**src/rtl/fpstat_pkg.sv**
```systemverilog
`timescale 1ns/1ps
package fpstat_pkg;

    // register geometry
    localparam int unsigned CSR_W   = 32;
    localparam int unsigned EXC_N   = 5;
    localparam int unsigned RM_W    = 2;
    localparam int unsigned RM_LSB  = 0;
    localparam int unsigned FLG_LSB = RM_LSB + RM_W;
    localparam int unsigned ENA_LSB = FLG_LSB + EXC_N;
    localparam int unsigned CAU_LSB = ENA_LSB + EXC_N;
    localparam int unsigned DNM_BIT = CAU_LSB + EXC_N + 1;

    // raw indication / field bit order
    localparam int unsigned EXC_I = 0;
    localparam int unsigned EXC_U = 1;
    localparam int unsigned EXC_O = 2;
    localparam int unsigned EXC_Z = 3;
    localparam int unsigned EXC_V = 4;

    localparam logic [RM_W-1:0] RM_TRUNC = 2'b01;

    typedef enum logic [1:0] {
        EV_IDLE   = 2'd0,
        EV_LOAD   = 2'd1,
        EV_OP     = 2'd2,
        EV_APPROX = 2'd3
    } fpstat_ev_e;

    function automatic logic [CSR_W-1:0] writable_mask();
        logic [CSR_W-1:0] m;
        m = '0;
        for (int b = 0; b < int'(RM_W); b++)  m[RM_LSB + b]  = 1'b1;
        for (int b = 0; b < int'(EXC_N); b++) begin
            m[FLG_LSB + b] = 1'b1;
            m[ENA_LSB + b] = 1'b1;
            m[CAU_LSB + b] = 1'b1;
        end
        m[DNM_BIT] = 1'b1;
        return m;
    endfunction

    localparam logic [CSR_W-1:0] WMASK = writable_mask();

endpackage

```
**src/rtl/fpstat_evsel.sv**
```systemverilog
`timescale 1ns/1ps
module fpstat_evsel
    import fpstat_pkg::*;
(
    input  logic       ld_en,
    input  logic       op_done,
    input  logic       op_approx,
    output fpstat_ev_e ev
);

    // software load outranks an operation completing in the same cycle
    always_comb begin
        if (ld_en)
            ev = EV_LOAD;
        else if (op_done)
            ev = op_approx ? EV_APPROX : EV_OP;
        else
            ev = EV_IDLE;
    end

endmodule

```
**src/rtl/fpstat_cause.sv**
```systemverilog
`timescale 1ns/1ps
module fpstat_cause #(
    parameter int unsigned N      = 5,
    parameter int unsigned INEXACT = 0
) (
    input  logic [N-1:0] raw,
    input  logic         approx,
    output logic [N-1:0] cause
);

    logic none_raised;
    assign none_raised = (raw == '0);

    for (genvar i = 0; i < int'(N); i++) begin : g_bit
        if (i == int'(INEXACT)) begin : g_inx
            assign cause[i] = raw[i] | (approx & none_raised);
        end else begin : g_pass
            assign cause[i] = raw[i];
        end
    end

endmodule

```
**src/rtl/fpstat_trap.sv**
```systemverilog
`timescale 1ns/1ps
module fpstat_trap #(
    parameter int unsigned N = 5
) (
    input  logic         fire,
    input  logic [N-1:0] cause,
    input  logic [N-1:0] enable,
    output logic         hit
);

    logic [N-1:0] armed;
    assign armed = cause & enable;
    assign hit   = fire & (|armed);

endmodule

```
**src/rtl/fpstat_ctl.sv**
```systemverilog
`timescale 1ns/1ps
module fpstat_ctl
    import fpstat_pkg::*;
#(
    parameter int unsigned      CODE_W    = 12,
    parameter logic [CODE_W-1:0] TRAP_CODE = 'h120
) (
    input  logic               clk,
    input  logic               rst_n,
    input  logic               ld_en,
    input  logic [CSR_W-1:0]   ld_data,
    input  logic               op_done,
    input  logic               op_approx,
    input  logic [EXC_N-1:0]   exc_raw,
    output logic [CSR_W-1:0]   csr_q,
    output logic               trap_req,
    output logic [CODE_W-1:0]  trap_code,
    output logic               rnd_trunc,
    output logic               flush_den
);

    fpstat_ev_e        ev;
    logic [CSR_W-1:0]  csr_r;
    logic [CSR_W-1:0]  csr_nx;
    logic [EXC_N-1:0]  cause_eff;
    logic [EXC_N-1:0]  enables;
    logic [EXC_N-1:0]  flags;
    logic              is_op;
    logic              trap_hit;
    logic              trap_r;

    fpstat_evsel u_evsel (
        .ld_en     (ld_en),
        .op_done   (op_done),
        .op_approx (op_approx),
        .ev        (ev)
    );

    fpstat_cause #(.N(EXC_N), .INEXACT(EXC_I)) u_cause (
        .raw    (exc_raw),
        .approx (ev == EV_APPROX),
        .cause  (cause_eff)
    );

    assign enables = csr_r[ENA_LSB +: EXC_N];
    assign flags   = csr_r[FLG_LSB +: EXC_N];
    assign is_op   = (ev == EV_OP) || (ev == EV_APPROX);

    fpstat_trap #(.N(EXC_N)) u_trap (
        .fire   (is_op),
        .cause  (cause_eff),
        .enable (enables),
        .hit    (trap_hit)
    );

    // next-value selection per event
    always_comb begin
        csr_nx = csr_r;
        unique case (ev)
            EV_IDLE:   csr_nx = csr_r;
            EV_LOAD:   csr_nx = ld_data & WMASK;
            EV_OP,
            EV_APPROX: begin
                csr_nx[CAU_LSB +: EXC_N] = cause_eff;
                csr_nx[FLG_LSB +: EXC_N] = flags | cause_eff;
            end
            default:   csr_nx = csr_r;
        endcase
    end

    // state register
    always_ff @(posedge clk or negedge rst_n) begin
        if (!rst_n) begin
            csr_r  <= '0;
            trap_r <= 1'b0;
        end else begin
            csr_r  <= csr_nx;
            trap_r <= trap_hit;
        end
    end

    // outputs
    always_comb begin
        csr_q     = csr_r;
        trap_req  = trap_r;
        trap_code = trap_r ? TRAP_CODE : '0;
        rnd_trunc = (csr_r[RM_LSB +: RM_W] == RM_TRUNC);
        flush_den = csr_r[DNM_BIT];
    end

endmodule

```
**config.mk**
```make
export PLATFORM = sky130hd
export DESIGN_NAME = fpstat_ctl
export DESIGN_NICKNAME = d
export VERILOG_FILES = /design/src/rtl/fpstat_pkg.sv /design/src/rtl/fpstat_evsel.sv /design/src/rtl/fpstat_cause.sv /design/src/rtl/fpstat_trap.sv /design/src/rtl/fpstat_ctl.sv
export SDC_FILE = /design/constraint.sdc
export NUM_CORES = 1
export LEC_CHECK = 0
export CORE_MARGIN = 1
export CORE_UTILIZATION = 31
export CTS_BUF_LIST = sky130_fd_sc_hd__clkbuf_8
export DETAILED_ROUTE_END_ITERATION = 8
export PLACE_DENSITY = 0.78
export SETUP_SLACK_MARGIN = 0.05
export SYNTH_ARGS = -nofsm -noshare
export SYNTH_HDL_FRONTEND = slang
export SYNTH_HIERARCHICAL = 1
export SYNTH_SLANG_ARGS = --single-unit
```
**constraint.sdc**
```tcl
create_clock -name clk -period 0.9 [get_ports clk]
set_clock_uncertainty 0.05 [all_clocks]
set_input_delay 0.135 -clock clk [delete_from_list [all_inputs] [get_ports clk]]
set_output_delay 0.135 -clock clk [all_outputs]
set_load 0.03 [all_outputs]
```
==> impl_metrics.tcl, run 1 <==
set metrics [dict create \
    max_stage_delay_ns 0.46 \
    area_growth_pct 56.85 \
    ys_seq_area_share_pct 40.69 \
    postRouteAntennaNets 0 \
    crit_path_top_delay_cell "or4b_4" \
    yosysTopAreaCell "dfrtp_1" \
    grt_max_degree 20 \
    first_global_vias 889 \
    clock_latency_ns 0.25 \
    worstSetupStartpointType "primary input" \
    wl_um 2665 \
    power_mw 2.896 \
    fin_crit_ns 1.248 \
    placed_cells_incl_taps 197 \
    fin_nets 205 \
    status "complete, but fails checks" \
    layout.cells.non_filler 208 \
    gp_congestion 0.6451 \
    synth_area_um2 1169 \
    max_freq_mhz 801.4 \
    die_w_um 63.40 \
    hold_viol 0 \
    drive_above_1_share_pct 42.59 \
    fin_crit_sh_pct 138.7 \
    yosysMostFrequentCell "buf_4" \
    cts_tree "done" \
    crit_chain "buf_6 > nor2b_4 > and2_4 > or4b_4 > o21bai_4 > buf_6 > nor2_2 > mux2i_1" \
    hold_class "in2async" \
    grt_pass1_wl_um 4188 \
    h-tree-depth 1 \
    ir_worst_vdd_uv 1251 \
    avgSynthCellArea_um2 11.24 \
    synthTopCellsByCount "buf_4, dfrtp_1, mux2i_1" \
    die_h_um 63.40 \
    power.density_nw_per_um2 1580 \
    max_cap_viol_count 0 \
    async_flop_share_pct 100.0 \
    dr.first_iter.drc_count 18 \
    crit_path_frequent_cell "buf_6" \
    cts_buffer_depth 2 \
    failed_checks "negative setup slack" \
    seqPwrFrac_pct 37.0 \
    rows 21 \
    critPathTopFamily "simple AND/OR/NAND/NOR gates" \
    p_sw_mw 1.012 \
    syn_inst 104 \
    critPathCaptureType "flop" \
    crit_arrival_ns 1.37 \
    yosys.area.top_type_share_pct 40.69 \
    switching_share_pct 34.93 \
    placement.setup.worst_slack_ns -1.073 \
    setup_ws_ns -0.3479 \
    critPathBufInv 2 \
    cts_hold_buf 0 \
    yosys-top-cells-area "dfrtp_1, buf_4, mux2i_1, mux2_4, buf_6" \
    clockPowerShare_pct 20.2 \
    portBuffers 50 \
    dp_hpwl_um 1991 \
    numCtsBuffers 3 \
    synth_edf_count 0 \
    antennaDiodeCount 0 \
    hold_ws_ns 0.1734 \
    drc 0 \
    crit_fanout 2 \
    clk_pin_slew_ns 0.07 \
    drv_slew 0 \
    gr-usage-all-layers_pct 13.58 \
    rsz0062_at_grt "yes" \
    yosysWarnings 6 \
    first_pass_iters 4 \
    cts_sinks 19 \
    synth-seq-cells 19 \
    setup_viol 38 \
    design.core.area_um2 3468 \
    path_class "in2reg" \
    fillers 295 \
    wire_per_inst_um 12.81 \
    io_pins 89 \
    fin_util_pct 52.85 \
    root_buffer "clkbuf_8" \
    via_per_inst 4.135 \
    synth-main-ff-cell "dfrtp_1" \
    via_count 860 \
    yosys.cell_types.count 19 \
    dieArea_um2 4020 \
    r2r_slack_ns -0.14 \
    p_comb_share_pct 42.8 \
    grt.overflow.total 0 \
    critPathRequiredTime_ns 1.03 \
    antenna_found_initial 0 \
    initial_core_util_pct 33.69 \
    p_int_mw 1.885 \
    leakage_nw 0.9024 \
]
==> cell usage in the layout (no fill, tap or decap), types with 2 or more instances in the layout <==
master / n
clkdlybuf4s15_1: 2
buf_4: 9
dfrtp_1: 12
dfrtp_2: 7
mux2_4: 8
nor2b_4: 2
conb_1: 24
nand2_1: 5
clkbuf_8: 3
buf_6: 31
mux2i_1: 15
clkdlybuf4s50_1: 20
nor2_1: 4
o21ai_0: 5
==> cell families (layout without fill, tap and decap cells) <==
group / after synthesis / count (layout) / synth area share, %
buffers and inverters: 36 / 71 / 23.45
muxes: 23 / 23 / 23.13
AOI/OAI and AO/OA: 10 / 10 / 5.568
DFF: 19 / 19 / 40.69
other: 1 / 24 / 0.3209
and+or+nand+nor: 15 / 15 / 6.853
==> layer usage <==
metal	wire, um	share of wire [%]	global-route usage (%)	vias to the layer above
met4	12	0.45	1.705	0
li1	-	-	-	407
met5	0	0	0	-
met1	1057	40	15.33	403
met3	150	5.6	3.804	2
met2	1444	54	25.53	48
==> cell type report <==
type,count,area [um^2],area share (%)
tap,46,57.56,3.140
sequential,19,484.2,26.42
timing repair buffer,67,698.2,38.09
clock inverter,1,3.754,0.2048
multi-input combinational,72,548.0,29.90
clock buffer,3,41.29,2.253
==> stage by stage <==
stage	setup TNS, ns	instance area, um^2
finish	-4.867	1833
global route	-6.113	1833
CTS	-4.880	1805
detailed placement	-15.06	1600
global placement	-14.29	1600
floorplan	-3.614	1304
==> state kept, by name, summed over array words and instances, names as in the netlist <==
signal    cells
csr_q        18
trap_req      1
==> final timing paths <==
check                      startpoint   endpoint  cells after the start
max                           op_done   csr_q[2]                      8
min                             rst_n   csr_q[7]                      2
max reg2reg                  csr_q[7]   csr_q[7]                      3
min reg2reg                  csr_q[0]   csr_q[0]                      1
max in group asynchronous       rst_n   csr_q[4]                      2
min in group clk           exc_raw[3]  csr_q[15]                      4
==> power groups by stage <==
stage	Clock (mW)	Sequential, mW	Combinational (mW)
after floorplan	0	1.28	0.549
after global placement	0	1.06	1.05
after detailed placement	0	1.07	1.06
after CTS	0.597	1.07	1.24
after global routing	0.653	1.09	1.30
final	0.584	1.07	1.24
==> repair_timing <==
action                                  in CTS  in global routing
endpoints found under the setup margin      42                 39
pin swaps                                    5                  3
gates resized for setup                     50                  7
cloned                                       0                  0
buffers inserted                             8                  0
hold endpoints to repair                     0                  0
Power figures use the tool's default switching activity.
==> run 2: changes to the inputs <==
--- a/config.mk
+++ b/config.mk
@@ -8,8 +8,10 @@
 export CORE_MARGIN = 1
 export CORE_UTILIZATION = 31
 export CTS_BUF_LIST = sky130_fd_sc_hd__clkbuf_8
+export CTS_CLUSTER_DIAMETER = 60
 export DETAILED_ROUTE_END_ITERATION = 8
-export PLACE_DENSITY = 0.78
+export GPL_ROUTABILITY_DRIVEN = 0
+export PLACE_DENSITY = 0.75
 export SETUP_SLACK_MARGIN = 0.05
 export SYNTH_ARGS = -nofsm -noshare
 export SYNTH_HDL_FRONTEND = slang
==> run 2 against run 1 <==
Against the previous run:
- the flow still finishes with violations (negative setup slack)
- worst hold slack worse by 0.0095 ns
- die area stayed put
- first-iteration DRC count decreased by 61%
- final area grew 1.0%
- sequential cell count stayed put
- sequential share of layout area down 0.20 points
- non-clock buffer count is 3 higher
- worst setup slack got worse by 0.0099 ns
- wire length is 2.7% lower
- largest power group unchanged
==> impl_metrics.tcl, run 2 (same netlist as run 1, synthesis figures left out) <==
set metrics [dict create \
    layout.cells.non_filler 211 \
    final_common_cell "buf_6" \
    area_growth_pct 58.46 \
    grt_max_degree 20 \
    fillers 302 \
    root_buffer "clkbuf_8" \
    initial_core_util_pct 33.69 \
    crit_fanout 2 \
    dp_hpwl_um 1954 \
    clock_latency_ns 0.25 \
    largest_reg_flops 18 \
    wire_per_inst_um 12.29 \
    fin_nets 208 \
    placement.setup.worst_slack_ns -1.099 \
    cts_buffer_depth 2 \
    wl_um 2594 \
    io_pins 89 \
    placed_cells_incl_taps 197 \
    via_per_inst 4.133 \
    cts_sinks 19 \
    drv_slew 0 \
    die_h_um 63.40 \
    via_count 872 \
    grt_pass1_wl_um 4126 \
    critPathRequiredTime_ns 1.03 \
    fin_crit_ns 1.258 \
    setup_ws_ns -0.3578 \
    worstSetupStartpointType "primary input" \
    leakage_nw 0.9047 \
    cts_hold_buf 0 \
    crit_arrival_ns 1.39 \
    design.core.area_um2 3468 \
    numCtsBuffers 3 \
    critPathLaunch "op_done" \
    r2r-start "csr_q[7]" \
    antennaDiodeCount 0 \
    setup_viol 36 \
    hold_class "in2async" \
    max_freq_mhz 795.1 \
    dieArea_um2 4020 \
    power.density_nw_per_um2 1575 \
    hold_ws_ns 0.1640 \
    portBuffers 50 \
    finalSetupTns_ns -4.921 \
    drc 0 \
    drive_above_1_share_pct 44.85 \
    die_w_um 63.40 \
    rows 21 \
    fin_util_pct 53.39 \
    crit_path_top_delay_cell "or4b_4" \
    grt.overflow.total 0 \
    antenna_found_initial 0 \
    clk_pin_slew_ns 0.07 \
    dr.first_iter.drc_count 7 \
    cts_tree "done" \
    fin_crit_sh_pct 139.8 \
    crit_chain "buf_6 > nor2b_4 > and2_4 > or4b_4 > o21bai_4 > buf_4 > nor2_2 > mux2i_1" \
    hold_viol 0 \
    first_global_vias 884 \
    failed_checks "negative setup slack" \
    max_stage_delay_ns 0.47 \
    h-tree-depth 1 \
    first_pass_iters 5 \
    rsz0062_at_grt "yes" \
    path_class "in2reg" \
    ir_worst_vdd_uv 942.0 \
    critPathCaptureType "flop" \
    status "complete, but fails checks" \
    gr-usage-all-layers_pct 13.44 \
    max_cap_viol_count 0 \
    postRouteAntennaNets 0 \
    layout_common_cells "buf_6, conb_1, clkdlybuf4s50_1" \
]
run 2: metal layers:
metal / wire length (um) / GRT usage (%) / up-vias
met4: 19 / 5.114 / 0
met5: 0 / 0 / -
met2: 1333 / 23.14 / 46
li1: - / - / 415
met3: 212 / 4.167 / 2
met1: 1028 / 15.38 / 409
run 2: critical path: cells and delay by family:
kind / cells / cell delay [ns]
simple gates: 4 / 0.76
mux: 1 / 0.12
compound gates: 1 / 0.16
buf+inv: 2 / 0.21
run 2: path summary, 6_finish.rpt:
path / cells past startpoint / slack (ns) / end
setup / recovery: 8 / -0.36 / csr_q[2]
max in group asynchronous: 2 / 0.49 / csr_q[3]
min in group clk: 4 / 0.29 / csr_q[16]
setup reg to reg: 3 / -0.19 / trap_req
hold / removal: 2 / 0.16 / csr_q[8]
hold reg to reg: 1 / 0.52 / csr_q[0]
run 2: timing repair:
action / 4_1_cts / 5_1_grt
setup endpoints to repair: 42 / 37
pin swaps: 5 / 4
buffers inserted: 10 / 1
resized for setup: 48 / 7
gates cloned: 0 / 0
run 2: area by class of cell:
cell class	count	area [um^2]	area share [%]
repair buffers	70	714.4	38.58
multi-input cells	72	548.0	29.59
flip-flops and latches	19	485.5	26.22
well taps	46	57.56	3.108
clock buffers	3	41.29	2.230
clock inverters	1	5.005	0.2703
run 2: power by group:
| part | internal (mW) | switching (mW) |
|---|---|---|
| Sequential | 0.970 | 0.100 |
| Combinational | 0.625 | 0.632 |
| Clock | 0.307 | 0.282 |
| Total | 1.90 | 1.01 |
run 2: per-stage QoR:
stage	area (um^2)	power, mW
CTS	1815	2.923
global placement	1600	2.109
finish	1852	2.917
global route	1852	3.055
floorplan	1304	1.825
detailed placement	1600	2.134
